### config.mk
export PLATFORM = sky130hd
export DESIGN_NAME = xlat_cache
export DESIGN_NICKNAME = d
export VERILOG_FILES = /design/src/rtl/xlat_pkg.sv /design/src/rtl/xlat_tag_cam.sv /design/src/rtl/xlat_victim.sv /design/src/rtl/xlat_cache.sv
export SDC_FILE = /design/constraint.sdc
export NUM_CORES = 1
export LEC_CHECK = 0
export ABC_AREA = 0
export BUFFER_PORTS_ARGS = -buffer_cell sky130_fd_sc_hd__buf_2
export CAP_MARGIN = 10
export CORE_AREA = 3 3 225 227
export CTS_BUF_LIST = sky130_fd_sc_hd__clkbuf_2
export DETAILED_ROUTE_END_ITERATION = 10
export DIE_AREA = 0 0 228 230
export PLACE_DENSITY = 0.61
export SETUP_SLACK_MARGIN = 0.4
export SYNTH_ARGS = -nofsm -noshare
export SYNTH_HDL_FRONTEND = slang
export SYNTH_HIERARCHICAL = 1
export SYNTH_SLANG_ARGS = --single-unit
export TNS_END_PERCENT = 5
### constraint.sdc
create_clock -name clk -period 5.2 [get_ports clk]
set_input_delay 1.3 -clock clk [delete_from_list [all_inputs] [get_ports clk]]
set_output_delay 1.3 -clock clk [all_outputs]
set_load 0.05 [all_outputs]
### src/rtl/xlat_pkg.sv
package xlat_pkg;
  localparam int VPN_W = 20;
  localparam int PFN_W = 20;
  localparam int PTE_W = 32;

  typedef struct packed {
    logic glb;
    logic dirty;
    logic user;
    logic write;
    logic present;
  } xlat_flags_t;

  function automatic xlat_flags_t pte_flags(input logic [PTE_W-1:0] pte);
    xlat_flags_t f;
    f.glb     = pte[8];
    f.dirty   = pte[6];
    f.user    = pte[2];
    f.write   = pte[1];
    f.present = pte[0];
    return f;
  endfunction
endpackage

### src/rtl/xlat_tag_cam.sv
module xlat_tag_cam #(
  parameter int N = 8,
  parameter int W = 20
) (
  input  logic [N-1:0][W-1:0] tags,
  input  logic [N-1:0]        valid,
  input  logic [W-1:0]        key,
  output logic [N-1:0]        hit_vec
);
  for (genvar i = 0; i < N; i++) begin : g_cmp
    assign hit_vec[i] = valid[i] && (tags[i] == key);
  end
endmodule

### src/rtl/xlat_victim.sv
module xlat_victim #(
  parameter int N  = 8,
  localparam int IW = (N > 1) ? $clog2(N) : 1
) (
  input  logic          clk,
  input  logic          rst,
  input  logic          fill_en,
  input  logic [N-1:0]  resident_hit,
  input  logic [N-1:0]  free_after,
  output logic [IW-1:0] slot
);
  logic [IW-1:0] rr_q;
  logic [IW-1:0] hit_idx, free_idx;
  logic          any_hit, any_free;

  always_comb begin
    hit_idx  = '0;
    free_idx = '0;
    any_hit  = 1'b0;
    any_free = 1'b0;
    for (int i = N - 1; i >= 0; i--) begin
      if (resident_hit[i]) begin
        hit_idx = IW'(i);
        any_hit = 1'b1;
      end
      if (free_after[i]) begin
        free_idx = IW'(i);
        any_free = 1'b1;
      end
    end
    if (any_hit)       slot = hit_idx;
    else if (any_free) slot = free_idx;
    else               slot = rr_q;
  end

  always_ff @(posedge clk) begin
    if (rst) begin
      rr_q <= '0;
    end else if (fill_en && !any_hit && !any_free) begin
      rr_q <= (rr_q == IW'(N - 1)) ? '0 : rr_q + 1'b1;
    end
  end

  a_r7_pointer_range: assert property (@(posedge clk) disable iff (rst)
    int'(rr_q) < N);
endmodule

### src/rtl/xlat_cache.sv
module xlat_cache
  import xlat_pkg::*;
#(
  parameter int N = 8
) (
  input  logic             clk,
  input  logic             rst,
  input  logic             lk_en,
  input  logic [VPN_W-1:0] lk_vpn,
  output logic             lk_hit,
  output logic [PFN_W-1:0] lk_pfn,
  output logic [4:0]       lk_flags,
  input  logic             fill_en,
  input  logic [VPN_W-1:0] fill_vpn,
  input  logic [PTE_W-1:0] fill_pte,
  input  logic             root_wr,
  input  logic             inv_en,
  input  logic [VPN_W-1:0] inv_vpn
);
  localparam int IW = (N > 1) ? $clog2(N) : 1;

  logic [N-1:0][VPN_W-1:0] tag_q;
  logic [N-1:0][PFN_W-1:0] pfn_q;
  xlat_flags_t [N-1:0]     flg_q;
  logic [N-1:0]            vld_q;

  logic [N-1:0] lk_vec, inv_vec, fill_vec, glb_vec, clr_vec, vld_after;
  logic [IW-1:0] slot;
  logic [PFN_W-1:0] rd_pfn;
  xlat_flags_t rd_flg;

  xlat_tag_cam #(.N(N), .W(VPN_W)) i_cam_lk (
    .tags(tag_q), .valid(vld_q), .key(lk_vpn), .hit_vec(lk_vec));
  xlat_tag_cam #(.N(N), .W(VPN_W)) i_cam_inv (
    .tags(tag_q), .valid(vld_q), .key(inv_vpn), .hit_vec(inv_vec));
  xlat_tag_cam #(.N(N), .W(VPN_W)) i_cam_fill (
    .tags(tag_q), .valid(vld_q), .key(fill_vpn), .hit_vec(fill_vec));

  for (genvar i = 0; i < N; i++) begin : g_glb
    assign glb_vec[i] = flg_q[i].glb;
  end

  assign clr_vec   = (root_wr ? ~glb_vec : '0) | (inv_en ? inv_vec : '0);
  assign vld_after = vld_q & ~clr_vec;

  xlat_victim #(.N(N)) i_victim (
    .clk(clk), .rst(rst), .fill_en(fill_en),
    .resident_hit(fill_vec), .free_after(~vld_after), .slot(slot));

  always_comb begin
    rd_pfn = '0;
    rd_flg = '0;
    for (int i = 0; i < N; i++) begin
      if (lk_vec[i]) begin
        rd_pfn = rd_pfn | pfn_q[i];
        rd_flg = rd_flg | flg_q[i];
      end
    end
  end

  always_ff @(posedge clk) begin
    if (rst) begin
      vld_q    <= '0;
      lk_hit   <= 1'b0;
      lk_pfn   <= '0;
      lk_flags <= '0;
    end else begin
      vld_q    <= vld_after | (fill_en ? (N'(1) << slot) : '0);
      lk_hit   <= lk_en && (lk_vec != '0);
      lk_pfn   <= rd_pfn;
      lk_flags <= rd_flg;
    end
  end

  always_ff @(posedge clk) begin
    if (fill_en) begin
      tag_q[slot] <= fill_vpn;
      pfn_q[slot] <= fill_pte[PTE_W-1:12];
      flg_q[slot] <= pte_flags(fill_pte);
    end
  end

  // a page is never resident twice
  a_r6_no_duplicate: assert property (@(posedge clk) disable iff (rst)
    $onehot0(lk_vec));
  // after a root write without fill, nothing non-global is left
  a_r3_flush_nonglobal: assert property (@(posedge clk) disable iff (rst)
    root_wr && !fill_en |=> (vld_q & ~glb_vec) == '0);
  // a hit is only reported after a lookup request
  a_r1_hit_needs_lookup: assert property (@(posedge clk) disable iff (rst)
    lk_hit |-> $past(lk_en));
  // at most one entry becomes valid per cycle
  a_r7_one_install: assert property (@(posedge clk) disable iff (rst)
    $countones(vld_q) <= $countones($past(vld_q)) + 1);
endmodule

### Word-level counts from Yosys, hierarchy flattened

Cells that the tools add are included.

| operators by class | value |
|---|---|
| $add $sub $neg | 1 |
| multiply operators | 0 |
| divide/modulo/power cells | 0 |
| order comparisons | 2 |
| eq/ne operators | 25 |
| shift-type cells | 1 |
| mux-type cells | 61 |
| bitwise operators | 20 |
| reductions and logical operators | 31 |

Operator list:

| cell | count |
|---|---|
| $eq A20 B20 Y1 | 24 |
| $bwmux W160 | 2 |
| $mux W20 | 9 |
| $or A20 B20 Y20 | 7 |
| $demux W20 S3 | 1 |
| $mux W3 | 19 |
| $mux W5 | 9 |
| $bwmux W40 | 1 |
| $or A5 B5 Y5 | 7 |
| $logic_and A1 B1 Y1 | 28 |
| $mux W8 | 3 |
| $not A8 Y8 | 3 |
| $mux W1 | 16 |
| $or A8 B8 Y8 | 2 |
| $demux W5 S3 | 1 |
| $and A8 B8 Y8 | 1 |
| $reduce_bool A8 Y1 | 1 |
| $shl A1 B3 Y8 const A | 1 |
| $lt A3 B4 Y1 const B | 1 |
| $add A3 B1 Y3 const B | 1 |
| $eq A3 B3 Y1 const B | 1 |
| $ge A3 B1 Y1 const B | 1 |
| $logic_not A1 Y1 | 2 |

| word-level totals | value |
|---|---|
| register bits after elaboration | 397 |
| bits in latches | 0 |
| memory bits (writable) | 0 |
| bits in read-only memories | 0 |
| output and inout port bits | 26 |
| memories kept | 0 |

### Longest topological paths before layout

Gate-level depths: netlist of the first run.

| depth | value |
|---|---|
| word-level depth | 22 |
| mapped depth | 14 |
| gate-level depth less buffers | 13 |

### Modules after synthesis

Netlist of the first run, hierarchy kept.

By module, submodules not included:

| module | instances | cells each | area an instance (um^2) | seq. area each (um^2) |
|---|---|---|---|---|
| xlat_cache | 1 | 604 | 12992.5 | 11491.0 |
| xlat_tag_cam | 3 | 236 | 1996.9 | 0.0 |
| xlat_victim | 1 | 47 | 382.9 | 60.1 |

### Worst setup path before layout of the first run

Ideal clock, no wire load.

| timing | value |
|---|---|
| path type | input -> register |
| from | input port inv_vpn[5] |
| to | register flg_q[30] in the netlist's numbering, enable pin |
| setup time | 399 ps |
| arrival time | 4548 ps |
| required time | 4801 ps |
| slack | 253 ps |
| stages on the path | 14 |
| path buffers | 1 |
| cells stage by stage | buf_6 > xor2_2 > nor4_1 > nand4_1 > nor4_2 > nand2_1 > nand3_1 > nor2_1 > nor3_1 > o31ai_1 > a2111oi_1 > nor2b_1 > nand3_1 > inv_1 |

RTL lines:

| element | line | source |
|---|---|---|
| from (decl) | xlat_cache.sv:18 | `input logic [VPN_W-1:0] inv_vpn` |
| to (signal, indexed assignment) | xlat_cache.sv:79 | `flg_q[slot] <= pte_flags(fill_pte);` |
| to (decl) | xlat_cache.sv:24 | `xlat_flags_t [N-1:0] flg_q;` |

==> results of run 1 <==
## path summary, 6_finish.rpt
kind,start,end,slack [ns],cells past startpoint
worst max-delay path,tag_q[145]$_DFFE_PP_,tag_q[109]$_DFFE_PP_,1.03,15
worst max register to register,tag_q[145]$_DFFE_PP_,tag_q[109]$_DFFE_PP_,1.03,15
worst min register to register,i_victim/rr_q[2]$_SDFFE_PP0P_,i_victim/rr_q[2]$_SDFFE_PP0P_,0.50,2
worst min-delay path,fill_pte[8],flg_q[19]$_DFFE_PP_,0.48,1
## logic make-up after synthesis
group           share of synthesized area
fa+ha+maj                         0.00129
xor+xnor                            0.219
flops                               0.596
simple gates                       0.0806
buf+inv                            0.0444
compound gates                     0.0578
## stage by stage
step	setup slack [ns]	instance area, sq um	hold slack [ns]	util
final	1.03	22000	0.480	0.451
after global routing	0.834	22000	0.310	0.451
after CTS	1.11	22000	0.282	0.451
after detailed placement	0.162	21000	0.493	0.430
after global placement	0.212	21000	0.490	0.430
after floorplan	0.303	19400	0.458	-
## worst max-delay path, delay by kind of cell, from the launching register on
| kind | cells | cell delay [ns] |
|---|---|---|
| compound gates | 3 | 0.82 |
| xor+xnor | 1 | 0.19 |
| buf+inv | 3 | 0.54 |
| flops | 1 | 0.52 |
| simple gates | 8 | 1.71 |
## flip-flops by register name, summed over array words and instances, names as in the netlist
| register | cells |
|---|---|
| lk_pfn | 20 |
| pfn_q | 160 |
| i_victim/rr_q | 3 |
| lk_hit | 1 |
| tag_q | 160 |
| vld_q | 8 |
| flg_q | 40 |
| lk_flags | 5 |
## Yosys cell counts (2+ instances only)
cell type	count	share of area
nor3_1	2	0.00052
dfxtp_1	37	0.038
o21ai_0	5	0.0013
a41oi_1	25	0.011
nand2_1	13	0.0025
xor2_2	6	0.0050
nand3_1	38	0.0098
nor4_2	24	0.016
edfxtp_1	360	0.56
ha_1	2	0.0013
xor2_1	186	0.084
xnor2_1	288	0.13
a22oi_1	100	0.039
nor4_4	5	0.0055
nand2b_1	10	0.0032
buf_4	12	0.0047
nor2_1	6	0.0012
nand4_1	73	0.024
buf_2	19	0.0049
a221oi_1	2	0.00090
buf_6	53	0.031
nor2b_1	2	0.00065
nor4_1	49	0.016
inv_1	13	0.0025
a21oi_1	15	0.0039
clkbuf_1	4	0.00078
## placed cells by master, fill, tap and decap left out, types with 3 or more instances in the layout
cell        n
nand4_1    73
inv_6       3
nor4_2     16
nand3_1    38
a41oi_1    25
nor4_1     49
buf_2     116
dfxtp_1    37
nand2b_1   10
diode_2     4
nor2_1      6
a22oi_1   100
a21oi_1    15
buf_12     15
nor4_4     13
xor2_1    186
xor2_2      6
inv_2       8
o21ai_0     5
nand2_1    13
buf_4      90
clkbuf_2  155
edfxtp_1  360
clkinv_1   26
xnor2_1   288
inv_1       5
clkinv_2    3
## routing by layer
metal,up-vias,share of wire,track usage
li1,5593,-,-
met2,396,0.49,0.362
met1,6169,0.42,0.280
met5,-,0.00098,0
met4,8,0.029,0.0799
met3,90,0.060,0.0484
## power by group
| part | switching [mW] | total [mW] | internal [mW] | leakage (nW) |
|---|---|---|---|---|
| combinational | 0.329 | 0.529 | 0.201 | 3.02 |
| sequential | 0.0273 | 3.55 | 3.52 | 3.57 |
| clock | 1.32 | 2.24 | 0.915 | 0.749 |
| total | 1.68 | 6.31 | 4.63 | 7.34 |
## final cells by class
class                           instances  area share
Inverter                               13     0.00239
Timing Repair Buffer                  221      0.0707
Antenna cell                            4    0.000455
Multi-Input combinational cell        860       0.319
Sequential cell                       397       0.525
Clock inverter                         37      0.0101
Tap cell                              664      0.0377
Clock buffer                          155      0.0352
==> run_results.csv, run 1 <==
group,metric,value,unit
floorplan,fp.dieH,230,microns
global_route,grtUsageTotal,0.218,
synthesis,ys_seq_area_frac,0.596,
power_and_ir_drop,fin_total_pwr,6.31,mW
sta,finalSetupViolCount,0,
route,avgViaCountPerCell,5.21,
cells_and_area,register_area,11600,sq um
clock_network,clockRootBuffer,"clkbuf_2",
route,post_drt_wl_per_cell,24.7,microns
setup_path,cp_cell_sequence,"xor2_2 > nor4_1 > nand4_1 > buf_4 > nor4_2 > nand2_1 > nand3_1 > nand2b_1 > a21oi_1 > o21ai_0 > a221oi_1 > nor2b_1 > nand3_1 > inv_2 > buf_12",
global_route,grt_pass1_vias,12500,
floorplan,boundaryPins,124,
cells_and_area,fill_cells,4584,
setup_path,crit_top_cell,"nand3_1",
sta,grt_setup_unrepaired,"false",
cells_and_area,nNetsFinal,1694,
route,antenna_left,0,
synthesis,postSynthNetCount,1459,
setup_path,worstPathArrival,4.90,ns
route,firstDrtPassIters,5,
floorplan,dieArea,52400,sq um
setup_path,endpoint_kind,"register",
synthesis,synth_edf_count,360,
route,vias,12300,
status,status,"complete, no violations",
clock_network,max-clock-path-buffers,3,
route,totalWireLength,58000,microns
synthesis,synth-seq-cells,397,
setup_path,cp_slowest_cell,"a221oi_1",
setup_path,cp_max_fo,27,
global_route,grt_antenna_before_repair,6,
setup_path,slowest_delay,0.57,ns
clock_network,cts_sinks,397,
floorplan,die_w,228,microns
sta,tightestPinTransition,0.948,ns
synthesis,synthCells,1359,
power_and_ir_drop,p_per_area,287,nW/um^2
clock_network,cts_buffers,101,
sta,post-route-min-period,4.17,ns
clock_network,cts-resized-gates,0,
placed_design,placed_cells,2155,
cells_and_area,stdcell_count,2351,
clock_network,hold_buffers,0,
placed_design,dp_hpwl,40000,microns
clock_network,cts_tree,"built",
sta,tns,0,ns
clock_network,htree_num_levels,3,
min_path,hold_path_class,"input pin to register",
floorplan,fp.coreArea,48800,sq um
cells_and_area,syn_to_final_growth,13.7,%
sta,slew_headroom,0.368,
floorplan,start_util,0.396,
clock_network,postCtsSetupRepairBufs,0,
synthesis,synth-async-reset-ratio,0,
sta,finalClockSkew,0.0885,ns
placed_design,port_buffers,116,
clock_network,path_clk_slew,0.12,ns
power_and_ir_drop,leakage,7.34,nW
cells_and_area,drive_gt1_frac,0.257,
synthesis,synthFlopType,"edfxtp_1",
synthesis,synth_cell_types,36,
route,drc,0,
setup_path,startpoint_type,"register",
global_route,grt_pass1_wl,83700,microns
cells_and_area,multi_input_area,7020,sq um
global_route,grt_overflow,0,
placed_design,gp_congestion,0.921,
floorplan,rows,81,
power_and_ir_drop,ir_worst_vdd,0.295,mV
global_route,grt_max_degree,38,
clock_network,clk_latency,1.09,ns
sta,slew_viol_final,0,
synthesis,postSynthAreaPerCell,14.3,sq um
sta,fmax,240,MHz
sta,final.period_utilization,0.801,
run,drv_cap,0,
synthesis,synth.yosys.warnings,6,
synthesis,netlist_area,19400,sq um
setup_path,critPathKind,"register to register",
sta,finalHoldViolCount,0,
route,drt_iter0_markers,975,
setup_path,cp.required,5.93,ns
Note: power is estimated with default switching activity, not from simulation.
==> run 2, diff against run 1 <==
ABC_AREA = 1   (was 0)
CORE_AREA = 3 3 242 244   (was 3 3 225 227)
DIE_AREA = 0 0 245 247   (was 0 0 228 230)
PLACE_DENSITY = 0.59   (was 0.61)
clock period = 4.36 ns   (was 5.2 ns; I/O delays follow)
==> run 2 against run 1 <==
Effect of this change: global-route usage grew 9.5 points; combinational power grew 68%; register-to-register slack lost 0.34 ns; critical endpoint is now tag_q[53]$_DFFE_PP_; largest cell class unchanged; highest routed layer unchanged.
==> run_results.csv, run 2 <==
group,metric,value,unit
floorplan,fp.dieH,247,microns
synthesis,synth_common_cells,"1397 x nand2_1, 385 x inv_1, 360 x edfxtp_1, 342 x nor2_1, 58 x nand3_1",
synthesis,synth_top_area_frac,0.480,
synthesis,postSynthNetCount,3078,
setup_path,slowest_delay,0.52,ns
floorplan,rows,87,
synthesis,synth-async-reset-ratio,0,
setup_path,r2r_setup_slack,0.69,ns
sta,setup_slack,0.692,ns
synthesis,synth-seq-cells,397,
synthesis,yosys-top-cells-area,"edfxtp_1 48%, nand2_1 23%, inv_1 6.4%",
setup_path,crit_top_cell,"nand2_1",
sta,slew_viol_final,0,
route,drt_iter0_markers,2150,
route,totalWireLength,94700,microns
sta,grt_setup_unrepaired,"false",
clock_network,htree_num_levels,3,
sta,finalClockSkew,0.0973,ns
cells_and_area,fill_cells,5742,
clock_network,cts_tree,"built",
synthesis,synthFlopType,"edfxtp_1",
placed_design,pre_cts_slack,-0.00699,ns
setup_path,cp_max_fo,16,
setup_path,endpoint_kind,"register",
route,firstDrtPassIters,8,
placed_design,gp_congestion,1.00,
power_and_ir_drop,ir_worst_vdd,0.227,mV
cells_and_area,nNetsFinal,3383,
cells_and_area,final_cell_mix,"1397 x nand2_1, 377 x inv_1, 360 x edfxtp_1",
clock_network,hold_buffers,0,
status,status,"complete, no violations",
sta,post-route-min-period,3.67,ns
global_route,grtUsageTotal,0.312,
sta,tns,0,ns
synthesis,synth.yosys.warnings,6,
placed_design,dp_hpwl,69500,microns
route,post_drt_wl_per_cell,22.9,microns
cells_and_area,largestRegisters,"pfn_q x160, tag_q x160, flg_q x40",
clock_network,clockRootBuffer,"clkbuf_2",
route,vias,20600,
sta,finalHoldViolCount,0,
synthesis,synth.largest_area_cell,"edfxtp_1",
power_and_ir_drop,fin_total_pwr,7.96,mW
floorplan,dieArea,60500,sq um
synthesis,netlist_area,22500,sq um
synthesis,synth_cell_types,30,
setup_path,cp_cell_sequence,"nand2_1 > nand2_1 > nor2_1 > nand2_1 > nor2_1 > nand2_1 > nor2_2 > nand2_1 > nand3_1 > nor2_1 > o21ai_0 > nand3_1 > a31oi_1 > inv_1 > nor2_1 > nand2_1 > clkinvlp_4 > buf_12",
synthesis,synth_most_common_cell,"nand2_1",
clock_network,cts_sinks,397,
synthesis,postSynthAreaPerCell,7.56,sq um
global_route,grt_max_degree,38,
floorplan,boundaryPins,124,
setup_path,startpoint_type,"register",
min_path,hold_path_class,"input pin to register",
clock_network,postCtsSetupRepairBufs,0,
global_route,grt_overflow,0,
placed_design,port_buffers,116,
sta,final.period_utilization,0.841,
global_route,grt_antenna_before_repair,8,
setup_path,worstPathArrival,4.42,ns
setup_path,critPathKind,"register to register",
power_and_ir_drop,p_per_area,306,nW/um^2
global_route,grt_pass1_wl,133000,microns
clock_network,path_clk_slew,0.11,ns
sta,tightestPinTransition,0.965,ns
route,avgViaCountPerCell,4.97,
global_route,grt_pass1_vias,19400,
setup_path,cp_slowest_cell,"edfxtp_1",
setup_path,cp.required,5.11,ns
floorplan,start_util,0.398,
clock_network,clk_latency,1.13,ns
clock_network,cts_buffers,109,
run,drv_cap,0,
sta,fmax,273,MHz
sta,finalSetupViolCount,0,
route,antenna_left,0,
synthesis,ys_seq_area_frac,0.513,
sta,slew_headroom,0.357,
clock_network,cts-resized-gates,0,
synthesis,synthCells,2978,
floorplan,fp.coreArea,56500,sq um
floorplan,die_w,245,microns
cells_and_area,syn_to_final_growth,15.6,%
cells_and_area,mostFrequentLayoutCell,"nand2_1",
cells_and_area,drive_gt1_frac,0.169,
route,drc,0,
synthesis,synth_edf_count,360,
power_and_ir_drop,leakage,12.7,nW
clock_network,max-clock-path-buffers,3,
run 2: cell types whose count changed in the layout (fill, tap and decap cells not counted), moves of 26 or more:
cell     delta
buf_4      +39
nor2_1    +334
inv_1     +372
nand2_1  +1384
nand4_1    -69
o21ai_0    +47
a22oi_1   -100
a21oi_1    +26
nand2_2    +48
xor2_1    -159
xnor2_1   -264
o22ai_1    +48
nor4_1     -49
run 2: where the power goes:
| part | switching (mW) | internal, mW |
|---|---|---|
| sequential | 0.0411 | 4.20 |
| combinational | 0.625 | 0.262 |
| clock | 1.67 | 1.17 |
| total | 2.33 | 5.62 |
run 2: layout make-up:
class,instances,area [sq um],area share
flip-flops and latches,397,11600,0.444
multi-input cells,2087,8690,0.334
repair buffers,278,2210,0.0849
inverters,410,1540,0.0593
well taps,756,946,0.0364
clock buffers,168,841,0.0323
clock inverters,34,224,0.00861
diodes,4,10.0,0.000385
run 2: final timing paths:
kind | start | cells past startpoint | endpoint
max reg2reg | tag_q[57]$_DFFE_PP_ | 18 | tag_q[53]$_DFFE_PP_
min | fill_pte[13] | 1 | pfn_q[41]$_DFFE_PP_
max | tag_q[57]$_DFFE_PP_ | 18 | tag_q[53]$_DFFE_PP_
min reg2reg | i_victim/rr_q[1]$_SDFFE_PP0P_ | 2 | i_victim/rr_q[1]$_SDFFE_PP0P_
run 2: critical path: cells and delay by family (launching register included):
family                 cells  cell delay [ns]
AOI/OAI and AO/OA          2             0.42
buffers and inverters      3             0.47
DFF                        1             0.52
and+or+nand+nor           13             1.89
run 2: per-stage QoR:
step | utilization | cells | cell area (sq um) | hold slack (ns)
after floorplan | - | 2978 | 22500 | 0.452
after global placement | 0.442 | 3928 | 24900 | 0.476
after detailed placement | 0.442 | 3928 | 24900 | 0.480
after CTS | 0.460 | 4130 | 26000 | 0.0648
after global routing | 0.460 | 4131 | 26000 | 0.121
final | 0.461 | 4134 | 26000 | 0.271
run 2: layer usage:
metal	global-route usage	vias to the layer above	share of wire
met5	0	-	0.00014
met4	0.170	2	0.056
met3	0.0550	185	0.080
met2	0.507	963	0.46
met1	0.398	9564	0.40
li1	-	9837	-
run 2: cells by family after synthesis:
family                     Yosys count  synth area share
AOI/OAI and AO/OA                  156            0.0380
DFF                                397             0.513
adders and majority gates            2           0.00111
xor gates and xnor gates            51            0.0198
buffers and inverters              494             0.101
and+or+nand+nor                   1878             0.327
